$ cat src/rtl/exu16_pkg.sv
package exu16_pkg;

  localparam int OPC_W = 5;

  localparam logic [4:0] OPC_NOP   = 5'b00000;
  localparam logic [4:0] OPC_HALT  = 5'b00001;
  localparam logic [4:0] OPC_LD    = 5'b00010;
  localparam logic [4:0] OPC_ST    = 5'b00011;
  localparam logic [4:0] OPC_SHL   = 5'b00100;
  localparam logic [4:0] OPC_SHLA  = 5'b00101;
  localparam logic [4:0] OPC_SHR   = 5'b00110;
  localparam logic [4:0] OPC_SHRA  = 5'b00111;
  localparam logic [4:0] OPC_ADD   = 5'b01000;
  localparam logic [4:0] OPC_ADDK  = 5'b01001;
  localparam logic [4:0] OPC_SUB   = 5'b01011;
  localparam logic [4:0] OPC_CMP   = 5'b01100;
  localparam logic [4:0] OPC_AND   = 5'b01101;
  localparam logic [4:0] OPC_XOR   = 5'b01110;
  localparam logic [4:0] OPC_OR    = 5'b01111;
  localparam logic [4:0] OPC_HIADD = 5'b10000;
  localparam logic [4:0] OPC_ADDCY = 5'b10001;
  localparam logic [4:0] OPC_SUBK  = 5'b10011;
  localparam logic [4:0] OPC_SUBCY = 5'b10111;
  localparam logic [4:0] OPC_JMPA  = 5'b11000;
  localparam logic [1:0] CTRL_PFX  = 2'b11;

  typedef enum logic [2:0] {RS_ZERO, RS_SUM, RS_AND, RS_OR, RS_XOR, RS_SHIFT, RS_IMM} rsel_e;
  typedef enum logic [1:0] {YS_OPB, YS_IMMLO, YS_IMMHI, YS_OFS} ysel_e;
  typedef enum logic [1:0] {SK_LEFT, SK_RLOG, SK_RARI} shk_e;
  typedef enum logic [1:0] {CS_HOLD, CS_ADDER, CS_CLEAR, CS_SHIFT} csrc_e;

  typedef struct packed {
    rsel_e rsel;
    ysel_e ysel;
    logic  sub;
    logic  cin_en;
    shk_e  shk;
    csrc_e csrc;
    logic  zn_en;
  } ctl_t;

endpackage

$ cat src/rtl/exu16_dec.sv
module exu16_dec
  import exu16_pkg::*;
(
  input  logic [OPC_W-1:0] opc,
  output ctl_t             ctl
);

  always_comb begin
    ctl = '{rsel: RS_ZERO, ysel: YS_OPB, sub: 1'b0, cin_en: 1'b0,
            shk: SK_LEFT, csrc: CS_HOLD, zn_en: 1'b0};
    if (opc[OPC_W-1 -: 2] == CTRL_PFX) begin
      ctl.ysel = YS_IMMLO;
      ctl.rsel = (opc == OPC_JMPA) ? RS_IMM : RS_SUM;
    end else begin
      case (opc)
        OPC_ADD, OPC_ADDCY, OPC_SUB, OPC_SUBCY, OPC_CMP: begin
          ctl.rsel   = RS_SUM;
          ctl.sub    = (opc == OPC_SUB) || (opc == OPC_SUBCY) || (opc == OPC_CMP);
          ctl.cin_en = (opc == OPC_ADDCY) || (opc == OPC_SUBCY);
          ctl.csrc   = CS_ADDER;
          ctl.zn_en  = 1'b1;
        end
        OPC_ADDK, OPC_SUBK: begin
          ctl.rsel  = RS_SUM;
          ctl.ysel  = YS_IMMLO;
          ctl.sub   = (opc == OPC_SUBK);
          ctl.csrc  = CS_ADDER;
          ctl.zn_en = 1'b1;
        end
        OPC_HIADD: begin
          ctl.rsel  = RS_SUM;
          ctl.ysel  = YS_IMMHI;
          ctl.csrc  = CS_ADDER;
          ctl.zn_en = 1'b1;
        end
        OPC_AND, OPC_OR, OPC_XOR: begin
          ctl.rsel  = (opc == OPC_AND) ? RS_AND : ((opc == OPC_OR) ? RS_OR : RS_XOR);
          ctl.csrc  = CS_CLEAR;
          ctl.zn_en = 1'b1;
        end
        OPC_SHL, OPC_SHLA, OPC_SHR, OPC_SHRA: begin
          ctl.rsel  = RS_SHIFT;
          ctl.shk   = (opc == OPC_SHR) ? SK_RLOG : ((opc == OPC_SHRA) ? SK_RARI : SK_LEFT);
          ctl.csrc  = CS_SHIFT;
          ctl.zn_en = 1'b1;
        end
        OPC_LD, OPC_ST: begin
          ctl.rsel  = RS_SUM;
          ctl.ysel  = YS_OFS;
          ctl.zn_en = (opc == OPC_ST);
        end
        default: ;
      endcase
    end
  end

endmodule

$ cat src/rtl/exu16_addsub.sv
module exu16_addsub #(
  parameter int DW = 16
) (
  input  logic [DW-1:0] x,
  input  logic [DW-1:0] y,
  input  logic          cin,
  input  logic          sub,
  output logic [DW-1:0] sum,
  output logic          cout
);

  logic [DW:0] ext;

  always_comb begin
    if (sub) ext = {1'b0, x} - {1'b0, y} - {{DW{1'b0}}, cin};
    else     ext = {1'b0, x} + {1'b0, y} + {{DW{1'b0}}, cin};
  end

  assign sum  = ext[DW-1:0];
  assign cout = ext[DW];

endmodule

$ cat src/rtl/exu16_shift.sv
module exu16_shift
  import exu16_pkg::*;
#(
  parameter int DW  = 16,
  localparam int SHW = $clog2(DW)
) (
  input  logic [DW-1:0]  val,
  input  logic [SHW-1:0] amt,
  input  shk_e           kind,
  output logic [DW-1:0]  res,
  output logic           cout
);

  logic [DW:0]        left_ext;
  logic [DW:0]        rlog_ext;
  logic signed [DW:0] rari_src;
  logic signed [DW:0] rari_ext;

  assign left_ext = {1'b0, val} << amt;
  assign rlog_ext = {val, 1'b0} >> amt;
  assign rari_src = {val, 1'b0};
  assign rari_ext = rari_src >>> amt;

  always_comb begin
    case (kind)
      SK_RLOG: begin res = rlog_ext[DW:1]; cout = rlog_ext[0]; end
      SK_RARI: begin res = rari_ext[DW:1]; cout = rari_ext[0]; end
      default: begin res = left_ext[DW-1:0]; cout = left_ext[DW]; end
    endcase
  end

endmodule

$ cat src/rtl/exu16_flagreg.sv
module exu16_flagreg #(
  parameter int DW = 16
) (
  input  logic          clk,
  input  logic          rst,
  input  logic          run,
  input  logic          upd_c,
  input  logic          c_nxt,
  input  logic          upd_zn,
  input  logic [DW-1:0] res,
  output logic          fc,
  output logic          fz,
  output logic          fn
);

  always_ff @(posedge clk) begin
    if (rst) begin
      fc <= 1'b0;
      fz <= 1'b0;
      fn <= 1'b0;
    end else if (run) begin
      if (upd_c) fc <= c_nxt;
      if (upd_zn) begin
        fz <= (res == '0);
        fn <= res[DW-1];
      end
    end
  end

endmodule

$ cat src/rtl/exu16_alu.sv
module exu16_alu
  import exu16_pkg::*;
#(
  parameter int DW    = 16,
  parameter int IW    = 16,
  parameter int IMM_W = 8,
  parameter int OFS_W = 4
) (
  input  logic          clk,
  input  logic          rst,
  input  logic          run,
  input  logic [IW-1:0] instr,
  input  logic [DW-1:0] opnd_a,
  input  logic [DW-1:0] opnd_b,
  output logic [DW-1:0] result,
  output logic          flag_c,
  output logic          flag_z,
  output logic          flag_n
);

  localparam int SHW     = $clog2(DW);
  localparam int OPC_LSB = IW - OPC_W;

  logic [OPC_W-1:0] opc;
  logic [IMM_W-1:0] imm;
  logic [OFS_W-1:0] ofs;
  logic [SHW-1:0]   amt;
  logic             unused_regsel;
  ctl_t             ctl;

  logic [DW-1:0] add_y, add_sum, sh_res;
  logic          add_co, sh_co, c_upd, c_nxt;

  assign opc           = instr[IW-1:OPC_LSB];
  assign imm           = instr[IMM_W-1:0];
  assign ofs           = instr[OFS_W-1:0];
  assign amt           = instr[SHW-1:0];
  assign unused_regsel = ^instr[OPC_LSB-1:IMM_W];

  exu16_dec u_dec (.opc(opc), .ctl(ctl));

  always_comb begin
    case (ctl.ysel)
      YS_IMMLO: add_y = DW'(imm);
      YS_IMMHI: add_y = {imm, {(DW-IMM_W){1'b0}}};
      YS_OFS:   add_y = DW'(ofs);
      default:  add_y = opnd_b;
    endcase
  end

  exu16_addsub #(.DW(DW)) u_add (
    .x(opnd_a), .y(add_y), .cin(ctl.cin_en & flag_c), .sub(ctl.sub),
    .sum(add_sum), .cout(add_co)
  );

  exu16_shift #(.DW(DW)) u_shf (
    .val(opnd_a), .amt(amt), .kind(ctl.shk), .res(sh_res), .cout(sh_co)
  );

  always_comb begin
    case (ctl.rsel)
      RS_SUM:   result = add_sum;
      RS_AND:   result = opnd_a & opnd_b;
      RS_OR:    result = opnd_a | opnd_b;
      RS_XOR:   result = opnd_a ^ opnd_b;
      RS_SHIFT: result = (amt == '0) ? opnd_a : sh_res;
      RS_IMM:   result = DW'(imm);
      default:  result = '0;
    endcase
  end

  always_comb begin
    case (ctl.csrc)
      CS_ADDER: begin c_upd = 1'b1;         c_nxt = add_co; end
      CS_CLEAR: begin c_upd = 1'b1;         c_nxt = 1'b0;   end
      CS_SHIFT: begin c_upd = (amt != '0);  c_nxt = sh_co;  end
      default:  begin c_upd = 1'b0;         c_nxt = 1'b0;   end
    endcase
  end

  exu16_flagreg #(.DW(DW)) u_flags (
    .clk(clk), .rst(rst), .run(run),
    .upd_c(c_upd), .c_nxt(c_nxt), .upd_zn(ctl.zn_en), .res(result),
    .fc(flag_c), .fz(flag_z), .fn(flag_n)
  );

endmodule

$ cat config.mk
export PLATFORM = sky130hd
export DESIGN_NAME = exu16_alu
export DESIGN_NICKNAME = d
export VERILOG_FILES = /design/src/rtl/exu16_pkg.sv /design/src/rtl/exu16_dec.sv /design/src/rtl/exu16_addsub.sv /design/src/rtl/exu16_shift.sv /design/src/rtl/exu16_flagreg.sv /design/src/rtl/exu16_alu.sv
export SDC_FILE = /design/constraint.sdc
export NUM_CORES = 1
export LEC_CHECK = 0
export BUFFER_PORTS_ARGS = -buffer_cell sky130_fd_sc_hd__buf_2
export CAP_MARGIN = 20
export CORE_MARGIN = 5
export CORE_UTILIZATION = 40
export CTS_CLUSTER_SIZE = 24
export DETAILED_ROUTE_END_ITERATION = 8
export HOLD_SLACK_MARGIN = 0.08
export PLACE_DENSITY = 0.61
export SLEW_MARGIN = 10
export SYNTH_ARGS = -nofsm -noshare
export SYNTH_HDL_FRONTEND = slang
export SYNTH_HIERARCHICAL = 1
export SYNTH_SLANG_ARGS = --single-unit
$ cat constraint.sdc
create_clock -name clk -period 6 [get_ports clk]
set_input_delay 0.3 -clock clk [delete_from_list [all_inputs] [get_ports clk]]
set_output_delay 0.3 -clock clk [all_outputs]
set_load 0.03 [all_outputs]
==> flow_metrics.py, run 1 <==
metrics = {
    "status": {
        "status": "finished clean",
    },
    "worst_setup_path": {
        "path_delay_family": "compound AO/OA/AOI/OAI gates",
        "r2r-start": "u_flags/fc$_SDFFE_PP0P_",
        "critPathLaunchType": "primary input",
        "max_stage_delay_ns": 0.50,
        "critical_path_required_ns": 5.70,
        "path_max_fanout": 14,
        "rr_endpoint": "u_flags/fz$_SDFFE_PP0P_",
        "path_class": "primary input to output pin",
        "critPathBufInv": 6,
        "worst-r2r-cell-count": 16,
        "end_kind": "output pin",
        "crit_chain": "buf_2 > inv_1 > o21ai_1 > buf_4 > mux2i_1 > nor2_1 > ha_1 > inv_1 > ha_1 > a21oi_1 > clkinv_1 > o31ai_1 > and2_1 > o311ai_1 > nor3_1 > a22oi_1 > o211ai_1 > buf_2",
        "arrival_ns": 4.89,
        "r2r_slack_ns": 1.95,
        "cp_slowest_cell": "o31ai_1",
    },
    "pwr": {
        "seq_power_share_pct": 2.2,
        "powerDensity_nw_per_um2": 143,
        "power.switching_uw": 547,
        "peakVddDrop_mv": 0.127,
        "power_frac_clock_pct": 10.7,
        "leakage_uw": 0.00312,
        "finalPower_uw": 979,
        "p_int_uw": 432,
        "combPwrFrac_pct": 87.1,
        "switching_share_pct": 55.8,
    },
    "place": {
        "gp_congestion": 0.931,
        "dp_hpwl_um": 16500,
        "portBuffers": 66,
        "placed_cell_area_um2": 6770,
    },
    "floorplan": {
        "die_x_um": 137,
        "chipHeight_um": 137,
        "fp-row-count": 46,
        "core_um2": 15900,
        "die_area_um2": 18800,
        "io_pins": 70,
        "start_util_pct": 40.7,
    },
    "clocking": {
        "cts_tree": "done",
        "clkTransAtPathRegs_ns": 0.03,
        "cts_buffers": 3,
        "clock-sinks": 3,
        "post_cts_buffers": 0,
        "clock_latency_ns": 0.22,
        "cts-root-buf": "clkbuf_16",
        "cts.htree.levels": 1,
        "hold_buffers": 0,
        "cts_buffer_depth": 2,
        "cts_resized": 0,
    },
    "final_layout": {
        "final_cell_mix": "inv_1 (96), ha_1 (82), buf_2 (66), mux2i_1 (58)",
        "fin_area_um2": 6850,
        "final_nets": 1008,
        "drive_gt1_share_pct": 16.9,
        "final_common_cell": "inv_1",
        "multi_input_comb_area_um2": 5650,
        "fill_cells": 1707,
        "seqCellArea_um2": 60.1,
        "area_delta_synth_final_pct": 5.88,
    },
    "sta": {
        "setup_viol": 0,
        "tightestPinTransition_ns": 1.01,
        "hold_violations": 0,
        "max_freq_mhz": 193,
        "rsz0062_at_grt": "false",
        "fin_setup_tns_ns": 0,
        "slew_violations": 0,
        "worst_hold_slack_ns": 0.292,
        "period_share_pct": 86.5,
        "slew_headroom_pct": 32.3,
        "period_needed_ns": 5.19,
        "skew_ns": 0.000583,
    },
    "drt": {
        "drtPass1Iterations": 5,
        "drtIter0Drc": 581,
        "drc": 0,
        "wl_um": 21200,
        "vias_per_cell": 6.11,
        "detail_route.wl_per_cell_um": 19.5,
        "antenna_left": 0,
        "vias": 6646,
    },
    "hold_path": {
        "whs_endpoint": "u_flags/fc$_SDFFE_PP0P_",
        "hold_path.startpoint": "rst",
        "hold-path-cell-count": 2,
        "min_path_type": "primary input to flip-flop",
    },
    "grt": {
        "grt_max_degree": 49,
        "grt_pass1_vias": 6099,
        "antenna_found_initial": 0,
        "grt_pass1_wl_um": 33000,
        "track_usage_pct": 21.8,
        "overflow": 0,
    },
    "logic_synthesis": {
        "synth_seq_area_share_pct": 0.929,
        "ys_async_sr_fraction_pct": 0,
        "synthCells": 841,
        "synth_edf_count": 0,
        "synth_cell_types": 97,
        "yosysWarningCount": 6,
        "syn_area_per_cell_um2": 7.69,
        "syn_nets": 978,
        "synth-main-ff-cell": "dfxtp_1",
        "synth-seq-cells": 3,
        "synth_area_um2": 6470,
    },
    "flow_run": {
        "cap_violations": 0,
    },
}
## sequential cells by signal, indices dropped and copies added (netlist names)
| register | cells |
|---|---|
| u_flags/fc | 1 |
| u_flags/fn | 1 |
| u_flags/fz | 1 |
## cell families after synthesis
group / Yosys count / share of synthesized area [%]
xor gates and xnor gates: 21 / 2.84
DFF: 3 / 0.929
and+or+nand+nor: 236 / 20.0
muxes: 94 / 19.3
adders and majority gates: 86 / 17.1
buffers and inverters: 153 / 12.0
AOI/OAI and AO/OA: 248 / 27.9
## through the flow
step / util [%] / instances / worst slack [ns]
3_5_place_dp: 42.6 / 1082 / 0.790
4_1_cts: 43.1 / 1086 / 0.848
6_report: 43.1 / 1087 / 0.812
2_1_floorplan: - / 841 / 1.13
3_3_place_gp: 42.6 / 1082 / 0.826
5_1_grt: 43.1 / 1086 / 0.535
## worst max path at each step
stage	slack [ns]	from	end	cells after the start
after floorplan	1.13	instr[12]	u_flags/fz$_SDFFE_PP0P_	22
after global placement	0.83	instr[14]	u_flags/fz$_SDFFE_PP0P_	21
after detailed placement	0.79	instr[14]	u_flags/fz$_SDFFE_PP0P_	21
after CTS	0.85	instr[15]	result[13]	20
after global routing	0.54	instr[15]	result[13]	20
final	0.81	instr[14]	result[15]	18
## synth_stat cells, drive strengths merged, types with 5 or more instances
cell type  number  area share [%]
mux2           16             3.0
a21oi          52             4.1
o22ai          13             1.3
a22oi           8             1.0
ha             82              16
a211oi          6            0.93
xnor2          16             2.2
o221ai          9             1.2
nor3           18             1.5
or2             8            0.77
xor2            5            0.68
a22o            5            0.68
o211a           5            0.77
o21ai          36             2.8
o21a            8            0.93
nand2          45             2.6
and2           14             1.4
o311a           6            0.93
nor4            8            0.77
nand3b         12             1.4
or3             5            0.48
nor3b           6            0.77
o211ai         22             2.6
nand2b         15             1.6
mux2i          58             9.0
a21o            7            0.81
nor2b          16             1.5
nand3          15             1.2
and3            5            0.48
nor2           50             2.9
buf            24             3.1
mux4           20             7.3
a32oi           6            0.81
o31ai           9             1.1
clkbuf         26             2.9
inv           102             5.9
a221oi          9             1.3
a31oi          13             1.4
## metal layers
metal | part of all wire [%] | global-route usage (%) | up-vias | wire [um]
met3 | 7.1 | 2.32 | 37 | 1510
met5 | 0 | 0 | - | 0
li1 | - | - | 3196 | -
met2 | 46 | 35.6 | 275 | 9660
met1 | 45 | 30.5 | 3138 | 9560
met4 | 2.3 | 5.88 | 0 | 482
## power by group through the flow
stage               Sequential [uW]  Clock [uW]  Combinational, uW
finish                         21.3         105                853
global route                   21.4         109                926
CTS                            21.4         106                843
detailed placement             21.6           0                839
global placement               21.6           0                836
floorplan                      22.9           0                619
## layout make-up
cell class	count	area share (%)
well taps	216	3.95
inverters	103	5.65
clock buffers	4	1.15
multi-input cells	685	82.5
flip-flops and latches	3	0.877
repair buffers	75	5.81
diodes	1	0.0365
Note: power is estimated with default switching activity, not from simulation.
==> run 2, diff against run 1 <==
- ABC_CLOCK_PERIOD_IN_PS: default -> 6000
- BUFFER_PORTS_ARGS: -buffer_cell sky130_fd_sc_hd__buf_2 -> -buffer_cell sky130_fd_sc_hd__buf_4
- PLACE_DENSITY: 0.61 -> 0.62
==> flow_metrics.py, run 2 (same netlist as run 1, synthesis figures left out) <==
metrics = {
    "hold_path": {
        "hold_path.startpoint": "rst",
        "hold-path-cell-count": 2,
        "min_path_type": "primary input to flip-flop",
        "whs_endpoint": "u_flags/fc$_SDFFE_PP0P_",
    },
    "pwr": {
        "finalPower_uw": 1010,
        "peakVddDrop_mv": 0.129,
        "leakage_uw": 0.00317,
        "powerDensity_nw_per_um2": 144,
    },
    "final_layout": {
        "area_delta_synth_final_pct": 8.28,
        "final_cell_mix": "inv_1 (96), ha_1 (82), buf_4 (74), mux2i_1 (58)",
        "final_common_cell": "inv_1",
        "largestRegisters": "u_flags/fc (1), u_flags/fn (1), u_flags/fz (1)",
        "diodes": 0,
        "drive_gt1_share_pct": 16.8,
        "fin_area_um2": 7000,
        "final_nets": 1007,
    },
    "sta": {
        "max_freq_mhz": 199,
        "fin_setup_tns_ns": 0,
        "period_share_pct": 83.9,
        "period_needed_ns": 5.03,
        "slew_headroom_pct": 35.0,
        "rsz0062_at_grt": "false",
        "tightestPinTransition_ns": 0.968,
        "skew_ns": 0.00349,
        "setup_viol": 0,
        "slew_violations": 0,
        "hold_violations": 0,
    },
    "clocking": {
        "cts.htree.levels": 1,
        "clkTransAtPathRegs_ns": 0.03,
        "cts-root-buf": "clkbuf_16",
        "cts_tree": "done",
        "hold_buffers": 0,
        "post_cts_buffers": 0,
        "cts_buffer_depth": 2,
        "cts_resized": 0,
        "clock_latency_ns": 0.23,
        "cts_buffers": 3,
        "clock-sinks": 3,
    },
    "worst_setup_path": {
        "arrival_ns": 4.73,
        "critical_path_required_ns": 5.70,
        "path_class": "primary input to output pin",
        "path_max_fanout": 18,
        "rr_endpoint": "u_flags/fz$_SDFFE_PP0P_",
        "critPathLaunchType": "primary input",
        "r2r_slack_ns": 2.01,
        "r2r-start": "u_flags/fc$_SDFFE_PP0P_",
        "worst-r2r-cell-count": 16,
        "end_kind": "output pin",
    },
    "place": {
        "gp_congestion": 0.964,
        "portBuffers": 66,
        "placed_cell_area_um2": 6920,
        "dp_hpwl_um": 16500,
    },
    "drt": {
        "antenna_left": 0,
        "vias": 6686,
        "vias_per_cell": 6.16,
        "drtIter0Drc": 834,
        "wl_um": 21500,
        "detail_route.wl_per_cell_um": 19.8,
        "drtPass1Iterations": 6,
        "drc": 0,
    },
    "floorplan": {
        "fp-row-count": 46,
        "die_area_um2": 18800,
        "io_pins": 70,
        "die_x_um": 137,
        "chipHeight_um": 137,
        "core_um2": 15900,
        "start_util_pct": 40.7,
    },
    "grt": {
        "track_usage_pct": 22.6,
        "grt_pass1_wl_um": 34400,
        "grt_pass1_vias": 6160,
        "antenna_found_initial": 0,
        "overflow": 0,
        "grt_max_degree": 54,
    },
    "status": {
        "status": "finished clean",
    },
    "flow_run": {
        "cap_violations": 0,
    },
}
## run 2: cell types whose count changed in the layout (fill, tap and decap cells not counted), sizes merged
| cell | previous run | this run |
|---|---|---|
| buf | 75 | 74 |
| diode | 1 | 0 |
## run 2: report_power, final
part | switching (uW) | internal [uW] | total (uW)
Sequential | 0.433 | 20.8 | 21.3
Clock | 19.3 | 87.8 | 107
Combinational | 531 | 349 | 881
Total | 551 | 458 | 1010
## run 2: cell type report
cell class / instances / area (um^2)
clock buffer: 4 / 78.8
fill: 1658 / 8880
inverter: 103 / 387
multi-input combinational: 685 / 5650
sequential: 3 / 60.1
tap: 216 / 270
timing repair buffer: 74 / 556
## run 2: worst max path at each step
stage	startpoint	endpoint	slack, ns	cells after the start
after global placement	instr[12]	u_flags/fz$_SDFFE_PP0P_	0.97	22
after detailed placement	instr[12]	u_flags/fz$_SDFFE_PP0P_	0.91	22
final	instr[14]	result[13]	0.97	21
after global routing	instr[14]	result[15]	0.72	19
after CTS	instr[12]	result[15]	1.05	19
after floorplan	instr[12]	u_flags/fz$_SDFFE_PP0P_	1.13	22
## run 2: critical path, stage by stage
cell and delay (ns):
buf_4 0.19, inv_1 0.17, nand4_1 0.10, o21ai_1 0.06, buf_4 0.21, nor2_1 0.21, a22o_1 0.21, inv_1 0.08
fa_1 0.59, inv_1 0.06, ha_1 0.18, o211a_1 0.21, a211o_1 0.30, a211oi_2 0.39, nor3_1 0.10, a221o_1 0.39
o311ai_1 0.17, nor4bb_1 0.30, a31oi_1 0.07, o211ai_1 0.21, buf_4 0.24
## run 2: metrics by stage
stage / utilization (%) / worst slack [ns] / hold slack (ns) / std cells
3_5_place_dp: 43.6 / 0.913 / 0.449 / 1081
4_1_cts: 44.1 / 1.05 / 0.269 / 1085
6_report: 44.1 / 0.967 / 0.274 / 1085
5_1_grt: 44.1 / 0.723 / 0.276 / 1085
2_1_floorplan: - / 1.13 / 0.369 / 841
3_3_place_gp: 43.6 / 0.972 / 0.444 / 1081
## run 2: per-layer routing
metal / wire length, um / share of wire, % / vias to the layer above / GRT usage [%]
met5: 0 / 0 / - / 0
met3: 1570 / 7.3 / 35 / 2.06
met2: 9870 / 46 / 285 / 37.1
met1: 9680 / 45 / 3169 / 32.3
li1: - / - / 3197 / -
met4: 414 / 1.9 / 0 / 4.55
==> run 3, diff against run 2 <==
- ABC_CLOCK_PERIOD_IN_PS: 6000 -> 4400
- PLACE_DENSITY: 0.62 -> 0.64
- clock period: 6 -> 4.4 ns (I/O delays scaled with it)
==> flow_metrics.py, run 3 (same netlist as run 1, synthesis figures left out) <==
metrics = {
    "pwr": {
        "peakVddDrop_mv": 0.134,
        "leakage_uw": 0.00370,
        "finalPower_uw": 1640,
        "powerDensity_nw_per_um2": 204,
    },
    "sta": {
        "max_freq_mhz": 234,
        "worst_hold_slack_ns": 0.188,
        "fin_ws_ns": 0.118,
        "period_share_pct": 97.3,
        "skew_ns": 0.00323,
        "hold_violations": 0,
        "slew_headroom_pct": 39.9,
        "period_needed_ns": 4.28,
        "slew_violations": 0,
        "tightestPinTransition_ns": 0.895,
        "setup_viol": 0,
    },
    "hold_path": {
        "hold_path.startpoint": "rst",
        "hold-path-cell-count": 2,
        "min_path_type": "primary input to flip-flop",
        "whs_endpoint": "u_flags/fn$_SDFFE_PP0P_",
    },
    "worst_setup_path": {
        "critPathLaunch": "instr[12]",
        "path_max_fanout": 8,
        "crit_chain": "buf_4 > nor2_4 > mux2i_1 > nor3_2 > buf_6 > buf_4 > mux2i_1 > nor2_1 > ha_1 > inv_2 > ha_1 > a21oi_1 > o21bai_1 > buf_4 > nor3_1 > a21oi_2 > xnor2_1 > o211ai_1 > a22oi_1 > o221ai_2 > buf_4",
        "critical_path_required_ns": 4.18,
        "cp_slowest_cell": "o221ai_2",
        "arrival_ns": 4.06,
        "max_stage_delay_ns": 0.33,
        "end_kind": "output pin",
        "rr_endpoint": "u_flags/fz$_SDFFE_PP0P_",
        "r2r_slack_ns": 0.47,
        "critPathLaunchType": "primary input",
        "r2r-start": "u_flags/fc$_SDFFE_PP0P_",
        "path_class": "primary input to output pin",
        "crit_path_frequent_cell": "buf_4",
        "worst-r2r-cell-count": 16,
    },
    "grt": {
        "track_usage_pct": 24.0,
        "grt_max_degree": 58,
        "grtUsageMet2_pct": 40.0,
        "grt_pass1_vias": 6591,
        "antenna_found_initial": 0,
        "grt_most_used_layer": "met2",
        "grt_pass1_wl_um": 35900,
        "met1_usage_pct": 32.8,
        "overflow": 0,
        "grt_use_met3_pct": 2.35,
    },
    "drt": {
        "drtPass1Iterations": 5,
        "wl_um": 23900,
        "vias": 7153,
        "vias_per_cell": 6.04,
        "drc": 0,
        "antenna_left": 0,
        "drtIter0Drc": 724,
        "detail_route.wl_per_cell_um": 20.2,
    },
    "status": {
        "status": "finished clean",
    },
    "clocking": {
        "clock-sinks": 3,
        "clkTransAtPathRegs_ns": 0.03,
        "cts_buffers": 3,
        "clock_latency_ns": 0.23,
        "cts_buffer_depth": 2,
        "cts_tree": "done",
        "cts-root-buf": "clkbuf_16",
        "cts.htree.levels": 1,
        "hold_buffers": 0,
    },
    "floorplan": {
        "start_util_pct": 40.7,
        "fp-row-count": 46,
        "die_area_um2": 18800,
        "chipHeight_um": 137,
        "io_pins": 70,
        "die_x_um": 137,
        "core_um2": 15900,
    },
    "final_layout": {
        "fin_area_um2": 8040,
        "largestRegisters": "u_flags/fc (1), u_flags/fn (1), u_flags/fz (1)",
        "final_common_cell": "buf_4",
        "fin_util_pct": 50.6,
        "area_delta_synth_final_pct": 24.4,
        "drive_gt1_share_pct": 30.0,
        "diodes": 0,
        "final_nets": 1106,
        "final_cell_mix": "buf_4 (169), inv_1 (91), ha_1 (73), mux2i_1 (58), nor2_1 (48)",
    },
    "place": {
        "pre_cts_slack_ns": -0.183,
        "portBuffers": 66,
        "dp_hpwl_um": 18400,
        "gp_congestion": 1.00,
        "placed_cell_area_um2": 7640,
    },
    "flow_run": {
        "cap_violations": 0,
    },
}
run 3: cell types whose count changed in the layout (fill, tap and decap cells not counted), moves of 4 or more:
| cell | before | now |
|---|---|---|
| inv_1 | 96 | 91 |
| a21oi_2 | 3 | 7 |
| ha_4 | 0 | 6 |
| a21oi_1 | 49 | 45 |
| buf_4 | 74 | 169 |
| inv_2 | 6 | 11 |
| ha_1 | 82 | 73 |
run 3: cell type report:
| class | instances | area [um^2] |
|---|---|---|
| sequential | 3 | 60.1 |
| timing repair buffer | 173 | 1330 |
| multi-input combinational | 685 | 5920 |
| clock buffer | 4 | 78.8 |
| tap | 216 | 270 |
| fill | 1570 | 7840 |
| inverter | 103 | 387 |
run 3: how the worst max path moves through the flow:
stage                                    to  slack, ns  cells past startpoint
floorplan           u_flags/fz$_SDFFE_PP0P_      0.003                     22
global placement    u_flags/fz$_SDFFE_PP0P_      -0.14                     21
detailed placement  u_flags/fz$_SDFFE_PP0P_      -0.18                     21
CTS                              result[13]       0.02                     21
global route                     result[14]      -0.08                     21
finish                           result[14]       0.12                     21
run 3: timing repair:
| action | in CTS | in global routing |
|---|---|---|
| pin swaps | 0 | 23 |
| gates resized for setup | 1 | 48 |
| endpoints found under the hold margin | 0 | 0 |
| setup endpoints to repair | 3 | 8 |
| buffers inserted | 0 | 10 |
run 3: through the flow:
stage	std cells	TNS, ns
after floorplan	841	0
after global placement	1170	-0.172
after detailed placement	1170	-0.208
after CTS	1174	0
after global routing	1184	-0.243
final	1184	0
run 3: where the power goes:
part           internal [uW]  total [uW]  switching, uW  leakage (uW)
Combinational            657        1460            807       0.00363
Sequential              28.4        29.0          0.571     0.0000243
Clock                    120         149           28.8     0.0000382
run 3: metal layers:
metal	wire length [um]	share of wire (%)
met2	11000	46
met1	10300	43
met3	1880	7.9
met4	741	3.1
met5	0	0
run 3: critical path, delay by kind of cell:
kind,cells,cell delay (ns)
adder cells (fa/ha/maj),2,0.62
buffers and inverters,6,0.92
AO/OA/AOI/OAI,6,1.12
multiplexers,2,0.30
AND/OR/NAND/NOR,4,0.72
XOR/XNOR,1,0.15
